File: src/rtl/hz_pkg.sv
package hz_pkg;

    localparam int IDX_W  = 5;
    localparam int N_OPS  = 2;
    localparam int SEL_W  = 2;

    typedef logic [IDX_W-1:0] ridx_t;

    typedef enum logic [SEL_W-1:0] {
        SEL_RF  = 2'd0,
        SEL_MEM = 2'd1,
        SEL_WB  = 2'd2
    } fwd_sel_e;

    typedef struct packed {
        logic  vld;
        ridx_t idx;
    } src_t;

    typedef struct packed {
        logic  we;
        ridx_t idx;
    } dst_t;

    function automatic logic dst_hits(input dst_t d, input src_t s);
        return d.we && s.vld && (d.idx != '0) && (d.idx == s.idx);
    endfunction

endpackage

File: src/rtl/hz_opnd_sel.sv
module hz_opnd_sel
    import hz_pkg::*;
(
    input  src_t     src,
    input  dst_t     mem_dst,
    input  dst_t     wb_dst,
    output fwd_sel_e sel
);
    logic mem_hit;
    logic wb_hit;

    assign mem_hit = dst_hits(mem_dst, src);
    assign wb_hit  = dst_hits(wb_dst, src);

    always_comb begin
        if (mem_hit)      sel = SEL_MEM;
        else if (wb_hit)  sel = SEL_WB;
        else              sel = SEL_RF;
    end

    always_comb begin
        // the writeback path is chosen only when the memory stage misses this source
        a_r4_newer_wins: assert (!(sel == SEL_WB && mem_dst.we && src.vld &&
                                   mem_dst.idx == src.idx && mem_dst.idx != '0));
        // a masked source always reads the register file
        a_r6_masked_rf: assert (src.vld || sel == SEL_RF);
        // register 0 is never bypassed
        a_r5_zero_rf: assert (src.idx != '0 || sel == SEL_RF);
    end
endmodule

File: src/rtl/hz_load_use.sv
module hz_load_use
    import hz_pkg::*;
(
    input  src_t id_src [N_OPS],
    input  logic ld,
    input  dst_t ld_dst,
    output logic stall
);
    logic [N_OPS-1:0] hit;
    dst_t             ld_eff;

    assign ld_eff.we  = ld_dst.we & ld;
    assign ld_eff.idx = ld_dst.idx;

    for (genvar g = 0; g < N_OPS; g++) begin : g_src
        assign hit[g] = dst_hits(ld_eff, id_src[g]);
    end

    assign stall = |hit;

    always_comb begin
        // only a load that writes can hold the front end
        a_r7_load_only: assert (!stall || (ld && ld_dst.we && ld_dst.idx != '0));
    end
endmodule

File: src/rtl/hz_rf_byp.sv
module hz_rf_byp
    import hz_pkg::*;
(
    input  src_t             id_src [N_OPS],
    input  dst_t             wb_dst,
    output logic [N_OPS-1:0] pass
);
    for (genvar g = 0; g < N_OPS; g++) begin : g_src
        assign pass[g] = dst_hits(wb_dst, id_src[g]);
    end

    always_comb begin
        // no pass-through without a live writeback
        a_r9_needs_write: assert (pass == '0 || (wb_dst.we && wb_dst.idx != '0));
    end
endmodule

File: src/rtl/hz_unit.sv
module hz_unit
    import hz_pkg::*;
(
    input  logic [4:0] ex_rs1,
    input  logic       ex_rs1_vld,
    input  logic [4:0] ex_rs2,
    input  logic       ex_rs2_vld,
    input  logic       mem_we,
    input  logic [4:0] mem_rd,
    input  logic       wb_we,
    input  logic [4:0] wb_rd,
    input  logic [4:0] id_rs1,
    input  logic       id_rs1_vld,
    input  logic [4:0] id_rs2,
    input  logic       id_rs2_vld,
    input  logic       idex_is_load,
    input  logic       idex_we,
    input  logic [4:0] idex_rd,
    output logic [1:0] fwd_a,
    output logic [1:0] fwd_b,
    output logic       pc_en,
    output logic       ifid_en,
    output logic       bubble,
    output logic       rf_byp_a,
    output logic       rf_byp_b
);
    src_t             ex_src [N_OPS];
    src_t             id_src [N_OPS];
    dst_t             mem_dst;
    dst_t             wb_dst;
    dst_t             ld_dst;
    fwd_sel_e         sel    [N_OPS];
    logic [N_OPS-1:0] pass;
    logic             stall;

    assign ex_src[0] = '{vld: ex_rs1_vld, idx: ex_rs1};
    assign ex_src[1] = '{vld: ex_rs2_vld, idx: ex_rs2};
    assign id_src[0] = '{vld: id_rs1_vld, idx: id_rs1};
    assign id_src[1] = '{vld: id_rs2_vld, idx: id_rs2};
    assign mem_dst   = '{we: mem_we, idx: mem_rd};
    assign wb_dst    = '{we: wb_we,  idx: wb_rd};
    assign ld_dst    = '{we: idex_we, idx: idex_rd};

    for (genvar g = 0; g < N_OPS; g++) begin : g_op
        hz_opnd_sel u_sel (
            .src     (ex_src[g]),
            .mem_dst (mem_dst),
            .wb_dst  (wb_dst),
            .sel     (sel[g])
        );
    end

    hz_load_use u_lu (
        .id_src (id_src),
        .ld     (idex_is_load),
        .ld_dst (ld_dst),
        .stall  (stall)
    );

    hz_rf_byp u_rfb (
        .id_src (id_src),
        .wb_dst (wb_dst),
        .pass   (pass)
    );

    assign fwd_a    = sel[0];
    assign fwd_b    = sel[1];
    assign pc_en    = ~stall;
    assign ifid_en  = ~stall;
    assign bubble   = stall;
    assign rf_byp_a = pass[0];
    assign rf_byp_b = pass[1];

    always_comb begin
        // front-end hold and bubble always move together
        a_r8_hold_bubble: assert ((pc_en == ifid_en) && (bubble == ~pc_en));
        // the unused select code never appears
        a_r5_no_code3: assert (fwd_a != 2'd3 && fwd_b != 2'd3);
    end
endmodule

File: config.mk
export PLATFORM = sky130hd
export DESIGN_NAME = hz_unit
export DESIGN_NICKNAME = d
export VERILOG_FILES = /design/src/rtl/hz_pkg.sv /design/src/rtl/hz_opnd_sel.sv /design/src/rtl/hz_load_use.sv /design/src/rtl/hz_rf_byp.sv /design/src/rtl/hz_unit.sv
export SDC_FILE = /design/constraint.sdc
export NUM_CORES = 1
export LEC_CHECK = 0
export CAP_MARGIN = 15
export CELL_PAD_IN_SITES_DETAIL_PLACEMENT = 2
export CELL_PAD_IN_SITES_GLOBAL_PLACEMENT = 2
export CORE_UTILIZATION = 14
export DETAILED_ROUTE_END_ITERATION = 6
export GPL_ROUTABILITY_DRIVEN = 0
export PLACE_DENSITY = 0.9
export RECOVER_POWER = 50
export SYNTH_ARGS = -nofsm -noshare
export SYNTH_HDL_FRONTEND = slang
export SYNTH_SLANG_ARGS = --single-unit
File: constraint.sdc
create_clock -name vclk -period 1.24
set_input_delay 0.124 -clock vclk [all_inputs]
set_output_delay 0.124 -clock vclk [all_outputs]
set_load 0.02 [all_outputs]
-- After elaboration in Yosys (flattened, before gate mapping)
Index checks and enable logic that the tools add are counted.
- register bits: 0
- input bits: 43
- output and inout bits: 9
- logic and storage cells: 42
- equal/unequal tests: 8
- multiplexer cells: 4
- bitwise logic cells: 2
- reductions and logical operators: 28
- operator list (operator ; count):
    5-bit == test ; 8
    1-bit logical AND ; 24
    5-bit nonzero test ; 3
    2-bit 2-to-1 mux ; 4
    2-bit OR reduction ; 1
    1-bit AND ; 1
    1-bit inverter ; 1

-- Logic depth before layout (Yosys ltp)
- depth after elaboration: 6
- mapped depth: 5
- gate-level depth less buffers: 4

-- Modules after synthesis
A second synthesis with hierarchy kept.
- cells, all modules: 77
- area total of the unflattened synthesis: 610.6 µm²
- modules (own cells, without submodules) (module ; instances ; cells each ; area an instance (µm²) ; seq. area each (µm²)):
    hz_opnd_sel ; 2 ; 20 ; 165.2 ; 0.0
    hz_load_use ; 1 ; 17 ; 135.1 ; 0.0
    hz_rf_byp ; 1 ; 18 ; 133.9 ; 0.0
    hz_unit ; 1 ; 2 ; 11.3 ; 0.0

-- Least setup slack after synthesis
No wires, ideal clock.
- path kind: input to output
- from: input idex_rd[0]
- to: output pc_en
- data arrival time: 1220 ps
- data required time: 1116 ps
- slack: -104 ps
- stages: 4
- path buffers: 1
- path through: or4_1 > o211ai_1 > a21o_1 > buf_4
- word-level cells in the longest chain between the ends: 5
- elaborated cells between the ends (all ways): 9
- those cells by class: 2 x eq/ne; 1 x bitwise; 6 x reduce/logical
- RTL lines (what ; line ; RTL):
    start, declared ; hz_unit.sv:18 ; input logic [4:0] idex_rd,
    5-bit nonzero test ; hz_pkg.sv:26 ; return d.we && s.vld && (d.idx != '0) && (d.idx == s.idx);
    1-bit logical AND (2 in series) ; hz_pkg.sv:26 ;
    2-bit OR reduction * ; hz_load_use.sv:19 ; assign stall = |hit;
    1-bit inverter * ; - ;
    end, declared ; hz_unit.sv:21 ; output logic pc_en,
Mark *: on every way between the ends. The rest lies on a longest branch, timed or not.

-- Final worst setup path
- from: input mem_rd[2]
- to: output fwd_a[1]
- word-level cells in the longest chain between the ends: 4
- elaborated cells between the ends (all ways): 5
- those cells by class: 1 x eq/ne; 1 x mux; 3 x reduce/logical
- RTL lines (what ; line ; RTL):
    start, declared ; hz_unit.sv:9 ; input logic [4:0] mem_rd,
    5-bit nonzero test ; hz_pkg.sv:26 ;
    1-bit logical AND ; hz_pkg.sv:26 ;
    1-bit logical AND * ; hz_pkg.sv:26 ;
    2-bit 2-to-1 mux * ; hz_opnd_sel.sv:16 ; if (mem_hit) sel = SEL_MEM;
    end, declared ; hz_unit.sv:19 ; output logic [1:0] fwd_a,
Marked as above.

==> impl_metrics.tcl <==
set metrics [dict create \
    synth.distinct_cells 18 \
    slew_headroom 0.8339 \
    grt_max_degree 5 \
    antenna_left 0 \
    fmax_ghz 0.6781 \
    num_rows 23 \
    hold_buffers 0 \
    pwr_density_cell_nw_per_um2 313.9 \
    design.core.area_um2 4000 \
    pin_count 52 \
    fillers 463 \
    grt-ovfl-total 0 \
    min_path_type "in -> out" \
    grt_first_pass_wirelength_um 4698 \
    syn_inst 78 \
    fin_nets 196 \
    ff_latch_area_um2 0 \
    drv_slew 0 \
    totalWireLength_um 3150 \
    cap_violations 0 \
    pre_cts_ws_ps -1050 \
    num_vias 859 \
    design.seq.count 0 \
    tns_ps -1387 \
    critical_path_class "in -> out" \
    tightest_slew_ps 248.0 \
    die_h_um 66.54 \
    required_ps 1120 \
    drive_gt1_frac 0.5497 \
    cp-end-kind "output pin" \
    yosysWarnings 0 \
    period_share 1.189 \
    hpwl_um 2636 \
    vdd_ir_drop_max_mv 0.08570 \
    die_area_um2 4427 \
    outcome "finished, violations left" \
    antenna_cells 0 \
    crit_path_start "mem_rd[2]" \
    die_w_um 66.54 \
    syn-mean-instance-area_um2 7.475 \
    syn2layout_area_growth_pct 143.1 \
    grt_pass1_vias 1050 \
    violations "setup timing" \
    endpoint "fwd_a[1]" \
    worstHoldStart "id_rs1[2]" \
    arrival_ps 1350 \
    remaining_drc_errors 0 \
    nClkBuffers 0 \
    wire_per_inst_um 15.67 \
    drt_first_pass_iters 2 \
    leakage_nw 0.5922 \
    grt_usage 0.1386 \
    fin_crit_ps 1475 \
    setup_viol_count_final 9 \
    syn-num-nets 121 \
    seq_area_frac_synth 0 \
    syn-cell-area_um2 583.1 \
    hold_viol_final 0 \
    cp-start-kind "input port" \
    worstPathMaxFanout 2 \
    start_util 0.1458 \
    grt_antenna_before_repair 0 \
    placement.io_buffers 52 \
    fin_ws_ps -234.7 \
    routed_via_density 4.274 \
    drt_iter0_drc 9 \
    rsz0062_at_grt "yes" \
]
-- cells by family after synthesis --
group | synth area share
xor+xnor | 0.6008
simple gates | 0.2596
buf+inv | 0.07509
compound gates | 0.06438
-- report_power, final --
group          leakage [nW]  internal [mW]  switching [mW]  total [mW]
Combinational         0.592          0.254           0.191       0.445
Sequential                0              0               0           0
Clock                     0              0               0           0
Total                 0.592          0.254           0.191       0.445
-- through the flow --
step	utilization	instances	cell area, µm²	power, mW	hold slack, ps
final	0.3544	201	1418	0.4449	718.5
after global routing	0.3544	201	1418	0.4804	779.4
after CTS	0.3413	200	1365	0.4184	727.7
after detailed placement	0.3334	197	1334	0.4222	1345
after global placement	0.3334	197	1334	0.4025	1329
after floorplan	-	78	621.8	0.1565	374.9
-- synthesized netlist by cell type --
| cell | instances | share of area |
|---|---|---|
| a21o_1 | 1 | 0.013 |
| a21oi_1 | 1 | 0.0086 |
| buf_2 | 1 | 0.0086 |
| buf_4 | 3 | 0.039 |
| clkbuf_1 | 3 | 0.019 |
| clkbuf_2 | 1 | 0.0086 |
| nand2_1 | 4 | 0.026 |
| nand3_1 | 4 | 0.034 |
| nand4_1 | 4 | 0.043 |
| nor3_1 | 4 | 0.034 |
| nor3_2 | 2 | 0.034 |
| nor4_1 | 4 | 0.043 |
| o211ai_1 | 1 | 0.013 |
| o21ai_2 | 2 | 0.030 |
| or4_1 | 2 | 0.026 |
| or4_4 | 1 | 0.019 |
| xnor2_1 | 24 | 0.36 |
| xor2_1 | 16 | 0.24 |
-- critical path: stages --
cell and delay (ps):
buf_6 90, or4_4 540, o21ai_4 230, nor3_4 80, nor3_4 140, buf_6 140
-- cells in the final DEF, fill, tap and decap left out, types with 5 or more instances in the layout --
master | Yosys | routed
buf_4 | 3 | 26
xnor2_1 | 24 | 21
buf_6 | 0 | 17
xor2_1 | 16 | 12
buf_2 | 1 | 10
clkbuf_2 | 1 | 8
clkdlybuf4s50_1 | 0 | 8
clkdlybuf4s15_1 | 0 | 5
dlygate4sd2_1 | 0 | 5
-- layer usage --
metal / up-vias / global-route usage / share of wire
met3: 6 / 0.005137 / 0.055
met1: 400 / 0.1312 / 0.35
met5: - / 0 / 0
li1: 407 / - / -
met2: 46 / 0.3176 / 0.57
met4: 0 / 0.01862 / 0.019
-- worst min path at each step --
stage | endpoint | slack (ps) | cells past startpoint
after floorplan | rf_byp_a | 370 | 2
after global placement | bubble | 1330 | 4
after detailed placement | rf_byp_b | 1350 | 4
after CTS | rf_byp_a | 730 | 5
after global routing | fwd_b[0] | 780 | 5
final | rf_byp_a | 720 | 5
-- final cells by class --
type,instances,area [µm²],area share
Timing Repair Buffer,81,680.7,0.4801
Tap cell,50,62.56,0.04413
Multi-Input combinational cell,70,674.4,0.4757
-- timing repair --
action / 4_1_cts / 5_1_grt
resized for setup: 158 / 39
setup endpoints to repair: 9 / 9
buffers inserted: 3 / 1
pin swaps: 24 / 20
Note: power is estimated with default switching activity, not from simulation.
